**config.mk**
```make
export PLATFORM = sky130hd
export DESIGN_NAME = burst_latency_ctrl
export DESIGN_NICKNAME = d
export VERILOG_FILES = /design/src/rtl/blc_pkg.sv /design/src/rtl/blc_cmd_seq.sv /design/src/rtl/blc_wait_reg.sv /design/src/rtl/blc_lat_timer.sv /design/src/rtl/burst_latency_ctrl.sv
export SDC_FILE = /design/constraint.sdc
export NUM_CORES = 1
export LEC_CHECK = 0
export ABC_AREA = 1
export BUFFER_PORTS_ARGS = -buffer_cell sky130_fd_sc_hd__buf_4
export CELL_PAD_IN_SITES_DETAIL_PLACEMENT = 1
export CELL_PAD_IN_SITES_GLOBAL_PLACEMENT = 1
export CORE_ASPECT_RATIO = 1.75
export CORE_MARGIN = 2
export CORE_UTILIZATION = 30
export DETAILED_ROUTE_END_ITERATION = 10
export PLACE_DENSITY_LB_ADDON = 0.15
export SYNTH_ARGS = -nofsm -noshare
export SYNTH_HDL_FRONTEND = slang
export SYNTH_SLANG_ARGS = --single-unit
```
**constraint.sdc**
```tcl
create_clock -name clk -period 1.45 [get_ports clk]
set_input_delay 0 -clock clk [delete_from_list [all_inputs] [get_ports clk]]
set_output_delay 0 -clock clk [all_outputs]
set_load 0.005 [all_outputs]
```
**src/rtl/blc_pkg.sv**
```systemverilog
// Shared types and key constants for the burst latency controller.
// Assumes write data is at least 8 bits wide and address low field 12 bits.
package blc_pkg;
    localparam int KEY_LO_W = 12;
    localparam logic [KEY_LO_W-1:0] KEY_ADDR_A = 12'h555;
    localparam logic [KEY_LO_W-1:0] KEY_ADDR_B = 12'h2AA;
    localparam logic [7:0] KEY_DATA_A = 8'hAA;
    localparam logic [7:0] KEY_DATA_B = 8'h55;
    localparam logic [7:0] ABORT_DATA = 8'hF0;

    typedef enum logic [1:0] {
        SEQ_IDLE  = 2'd0,
        SEQ_KEY1  = 2'd1,
        SEQ_KEY2  = 2'd2
    } seq_state_t;

    typedef enum logic [1:0] {
        TMR_READY = 2'd0,
        TMR_COUNT = 2'd1,
        TMR_HOLD  = 2'd2
    } tmr_state_t;
endpackage

```
**src/rtl/blc_cmd_seq.sv**
```systemverilog
// Command sequence decoder: tracks the two key writes and raises a one-cycle
// commit with the code taken from the third write's upper address bits.
// Assumes one write per cycle when wr_en is high; abort data has priority.
module blc_cmd_seq
    import blc_pkg::*;
#(
    parameter int ADDR_W = 17,
    parameter int DATA_W = 8,
    parameter int CODE_W = 5
) (
    input  logic              clk,
    input  logic              rst_n,
    input  logic              wr_en,
    input  logic [ADDR_W-1:0] wr_addr,
    input  logic [DATA_W-1:0] wr_data,
    output logic              commit,
    output logic [CODE_W-1:0] code
);
    localparam int CODE_LSB = KEY_LO_W;

    seq_state_t state_q, state_d;
    logic [KEY_LO_W-1:0] addr_lo;
    logic [7:0] data_lo;
    logic is_abort;

    assign addr_lo  = wr_addr[KEY_LO_W-1:0];
    assign data_lo  = wr_data[7:0];
    assign is_abort = (data_lo == ABORT_DATA);
    assign code     = wr_addr[CODE_LSB +: CODE_W];

    // Next state and commit decode for each accepted write.
    always_comb begin
        state_d = state_q;
        commit  = 1'b0;
        if (wr_en) begin
            if (is_abort) begin
                state_d = SEQ_IDLE;
            end else begin
                unique case (state_q)
                    SEQ_IDLE:
                        state_d = (addr_lo == KEY_ADDR_A && data_lo == KEY_DATA_A)
                                  ? SEQ_KEY1 : SEQ_IDLE;
                    SEQ_KEY1:
                        state_d = (addr_lo == KEY_ADDR_B && data_lo == KEY_DATA_B)
                                  ? SEQ_KEY2 : SEQ_IDLE;
                    SEQ_KEY2: begin
                        state_d = SEQ_IDLE;
                        commit  = (addr_lo == KEY_ADDR_A);
                    end
                    default: state_d = SEQ_IDLE;
                endcase
            end
        end
    end

    // Sequence state register.
    always_ff @(posedge clk) begin
        if (!rst_n) state_q <= SEQ_IDLE;
        else        state_q <= state_d;
    end
endmodule

```
**src/rtl/blc_wait_reg.sv**
```systemverilog
// Latency setting register: accepts a committed code only inside the legal
// range and otherwise keeps the stored value. Resets to the maximum latency.
module blc_wait_reg #(
    parameter int CODE_W  = 5,
    parameter int LAT_W   = 3,
    parameter int MIN_LAT = 2,
    parameter int MAX_LAT = 7
) (
    input  logic              clk,
    input  logic              rst_n,
    input  logic              commit,
    input  logic [CODE_W-1:0] code,
    output logic [LAT_W-1:0]  lat_total
);
    localparam logic [CODE_W-1:0] CODE_MIN = CODE_W'(MIN_LAT);
    localparam logic [CODE_W-1:0] CODE_MAX = CODE_W'(MAX_LAT);

    logic in_range;
    assign in_range = (code >= CODE_MIN) && (code <= CODE_MAX);

    // Store a legal code on commit; hold otherwise.
    always_ff @(posedge clk) begin
        if (!rst_n)                  lat_total <= LAT_W'(MAX_LAT);
        else if (commit && in_range) lat_total <= LAT_W'(code);
    end
endmodule

```
**src/rtl/blc_lat_timer.sv**
```systemverilog
// Initial latency timer: restarts on every sampled latch, counts lat_total
// edges, then waits for output enable before raising ready with a pulse.
// Assumes lat_total >= 2 so that the reload value is nonzero.
module blc_lat_timer
    import blc_pkg::*;
#(
    parameter int LAT_W = 3
) (
    input  logic             clk,
    input  logic             rst_n,
    input  logic             lat_n,
    input  logic             oe_n,
    input  logic [LAT_W-1:0] lat_total,
    output logic             rdy,
    output logic             first_valid
);
    tmr_state_t st_q;
    logic [LAT_W-1:0] cnt_q;

    // Timer state, remaining count and first-data pulse.
    always_ff @(posedge clk) begin
        if (!rst_n) begin
            st_q        <= TMR_READY;
            cnt_q       <= '0;
            first_valid <= 1'b0;
        end else begin
            first_valid <= 1'b0;
            if (!lat_n) begin
                st_q  <= TMR_COUNT;
                cnt_q <= lat_total - LAT_W'(1);
            end else begin
                unique case (st_q)
                    TMR_COUNT: begin
                        if (cnt_q != '0) begin
                            cnt_q <= cnt_q - LAT_W'(1);
                        end else if (!oe_n) begin
                            st_q        <= TMR_READY;
                            first_valid <= 1'b1;
                        end else begin
                            st_q <= TMR_HOLD;
                        end
                    end
                    TMR_HOLD: begin
                        if (!oe_n) begin
                            st_q        <= TMR_READY;
                            first_valid <= 1'b1;
                        end
                    end
                    default: st_q <= TMR_READY;
                endcase
            end
        end
    end

    // Ready is high only when no first word is pending.
    assign rdy = (st_q == TMR_READY);
endmodule

```
**src/rtl/burst_latency_ctrl.sv**
```systemverilog
// Top: protected latency configuration plus first-word ready handshake.
// Assumes ADDR_W = 12 + CODE_W and DATA_W >= 8.
module burst_latency_ctrl #(
    parameter int CODE_W  = 5,
    parameter int DATA_W  = 8,
    parameter int LAT_W   = 3,
    parameter int MIN_LAT = 2,
    parameter int MAX_LAT = 7,
    parameter int ADDR_W  = 12 + CODE_W
) (
    input  logic              clk,
    input  logic              rst_n,
    input  logic              wr_en,
    input  logic [ADDR_W-1:0] wr_addr,
    input  logic [DATA_W-1:0] wr_data,
    input  logic              lat_n,
    input  logic              oe_n,
    output logic [LAT_W-1:0]  wait_total,
    output logic              first_valid,
    output logic              rdy
);
    logic              commit;
    logic [CODE_W-1:0] code;

    blc_cmd_seq #(.ADDR_W(ADDR_W), .DATA_W(DATA_W), .CODE_W(CODE_W)) seq_i (
        .clk(clk), .rst_n(rst_n), .wr_en(wr_en), .wr_addr(wr_addr),
        .wr_data(wr_data), .commit(commit), .code(code)
    );

    blc_wait_reg #(.CODE_W(CODE_W), .LAT_W(LAT_W),
                   .MIN_LAT(MIN_LAT), .MAX_LAT(MAX_LAT)) reg_i (
        .clk(clk), .rst_n(rst_n), .commit(commit), .code(code),
        .lat_total(wait_total)
    );

    blc_lat_timer #(.LAT_W(LAT_W)) tmr_i (
        .clk(clk), .rst_n(rst_n), .lat_n(lat_n), .oe_n(oe_n),
        .lat_total(wait_total), .rdy(rdy), .first_valid(first_valid)
    );
endmodule

```
==> reports/results.tsv <==
metric	value	unit
Initial DRT Pass Iterations	3	
DRT Wirelength	2.16	mm
total gr overflow	0	
I/O Pins	35	
core area	0.00249	mm²
Fin Setup TNS	0	ps
maximum VDD drop	0.000256	V
final hold vios	0	
Setup-failing EPs final	0	
worst reg2reg path depth	7	
vias in the first global route	945	
Setup Crit Path Kind	flip-flop to flip-flop	
CTS clk-pin slew, worst paths	50	ps
Unique masters post-synth	20	
CTS tree	built	
Leak	0.575	nW
area grow syn2layout	41.2	%
GP Congestion	0.755	
H-tree depth	1	
Fmax achieved	0.878	GHz
Sink Count	11	
WHS Path Cells	2	
Worst R2R Start	tmr_i.cnt_q[1]$_SDFFE_PN0P_	
setup bufs post-CTS	0	
initial antenna violation count	0	
PD cells	713	mW/mm²
Layout Cells excl Fill	193	
first-pass GRT wire length	3.81	mm
Via-to-Cell Ratio	4.72	
Hold WS	9.97	ps
DP Area	0.00107	mm²
Final ANT Viol Nets	0	
Post-Place Cells	189	
top cells by area, synth	dfxtp_1 (28%), nand2_1 (16%), nor2_1 (11%), inv_1 (9.0%), nand3_1 (6.9%)	
post-synthesis register bit count	11	
crit-path max FO	2	
status	complete, no violations	
dpl hpwl	1.93	mm
leading cell type in the layout, fill and taps excluded	buf_4	
die width	42.9	µm
Clock Tree Buf Depth	2	
Crit. End Element	flip-flop	
commonest non-fill, non-tap cells in the layout	buf_4 (34), nand2_1 (33), nor2_1 (24)	
worst slew pin tran	241	ps
Vias	911	
final instance area	0.00112	mm²
HP Class	input port to flip-flop	
slew margin rel.	83.5	%
RSZ-0062 raised after global routing	false	
Synth top area share	27.8	%
Rows	24	
Worst EP arrival	1270	ps
Post-Synthesis Cells	130	
synthesized area	793	µm²
min-delay src	rst_n	
Setup Skew	1.97	ps
CTS Buf Count	3	
final worst slack	311	ps
total track usage	16.1	%
pins over their slew limit	0	
Syn Nets	164	
Total Power	798	µW
Logic pwr share	21.4	%
NetSw	207	µW
post-place setup slack	299	ps
pin count of the biggest net entering global routing	9	
worst-skew pair later-pin latency	240	ps
Int Power	591	µW
# port buffers	34	
Vert. Die Dim	72.0	µm
synth warn	0	
Resized Gates After CTS	0	
die area	0.00309	mm²
Hold Path End	reg_i.lat_total[2]$_SDFFE_PN1P_	
root buffer cell	clkbuf_8	
fill count	351	
CTS Hold Bufs	0	
cell taking the most area after synthesis	dfxtp_1	
layout cells sized above 1	29.3	%
syn avg cell area	6.10	µm²
Initial Util	31.8	%
part of the cycle the worst path needs	78.6	%
Reg power frac	40.6	%
Period minus WS final	1140	ps
# diodes	0	
Sw Share	25.9	%
DRC errors left	0	
register area	220	µm²
Max-Cap Viols	0	
WL per Instance	11.2	µm
FF-to-FF setup slack	310	ps
WP data required	1580	ps
DR iter-0 viols	3	
Final Util	44.9	%
multi-input logic area	483	µm²
Final #Nets	202	
RR Endpoint	tmr_i.cnt_q[2]$_SDFFE_PN0P_	
sequential-to-total area share from yosys stat	27.8	%
clock share of power	38.0	%
crit start category	flip-flop	
[cell families (layout without fill, tap and decap cells)]
| group | Yosys count | in the layout | share of synthesized area [%] |
|---|---|---|---|
| AND/OR/NAND/NOR | 79 | 79 | 44.2 |
| XOR/XNOR | 1 | 1 | 1.10 |
| AO/OA/AOI/OAI | 11 | 11 | 8.04 |
| multiplexers | 1 | 1 | 1.26 |
| buffers and inverters | 23 | 60 | 11.4 |
| flip-flops | 11 | 11 | 27.8 |
| adder cells (fa/ha/maj) | 4 | 4 | 6.31 |
[sequential cells by signal, summed over array words and instances, names as in the netlist]
name and flops:
reg_i.lat_total 3, tmr_i.cnt_q 3, seq_i.state_q 2, tmr_i.st_q 2, tmr_i.first_valid 1
[synthesized netlist by cell type, drive strengths merged]
master,n
ha,4
dfxtp,11
inv,20
a21oi,5
nor2,31
mux2i,1
o211a,1
o21ai,5
xor2,1
clkinv,2
nand2,35
buf,1
nand3,11
nand3b,2
[power groups by stage]
stage	registers, mW	logic, mW	clock network [mW]
after CTS	0.324	0.175	0.316
after global placement	0.329	0.166	0
after global routing	0.325	0.196	0.323
after floorplan	0.326	0.0816	0
final	0.324	0.171	0.303
after detailed placement	0.330	0.173	0
[worst max path at each step]
stage                                start                           to  depth (start not counted)
2_1_floorplan  tmr_i.cnt_q[1]$_SDFFE_PN0P_  tmr_i.cnt_q[2]$_SDFFE_PN0P_                          7
3_3_place_gp   tmr_i.cnt_q[0]$_SDFFE_PN0P_  tmr_i.cnt_q[2]$_SDFFE_PN0P_                          5
3_5_place_dp   tmr_i.cnt_q[1]$_SDFFE_PN0P_  tmr_i.cnt_q[2]$_SDFFE_PN0P_                          7
4_1_cts        tmr_i.cnt_q[1]$_SDFFE_PN0P_  tmr_i.cnt_q[2]$_SDFFE_PN0P_                          7
5_1_grt        tmr_i.cnt_q[1]$_SDFFE_PN0P_  tmr_i.cnt_q[2]$_SDFFE_PN0P_                          7
6_report       tmr_i.cnt_q[1]$_SDFFE_PN0P_  tmr_i.cnt_q[2]$_SDFFE_PN0P_                          7
[critical path, cell delays in order (launching register included)]
cell	delay, ps
dfxtp_1	330
inv_1	60
nand2_1	60
o21ai_0	90
ha_1	210
xor2_1	160
nor2_1	90
nor2_1	40
[routing by layer]
layer	vias up	GRT usage, %	part of all wire, %
li1	471	-	-
met1	416	14.6	31
met2	22	32.8	64
met3	2	1.49	3.6
met4	0	8.33	1.7
met5	-	0	0
[layout make-up]
type / count / area share (%)
multi-input cells: 96 / 43.1
repair buffers: 34 / 22.8
flip-flops and latches: 11 / 19.7
inverters: 22 / 7.37
clock buffers: 3 / 3.69
well taps: 26 / 2.91
clock inverters: 1 / 0.447
Power figures use the tool's default switching activity.
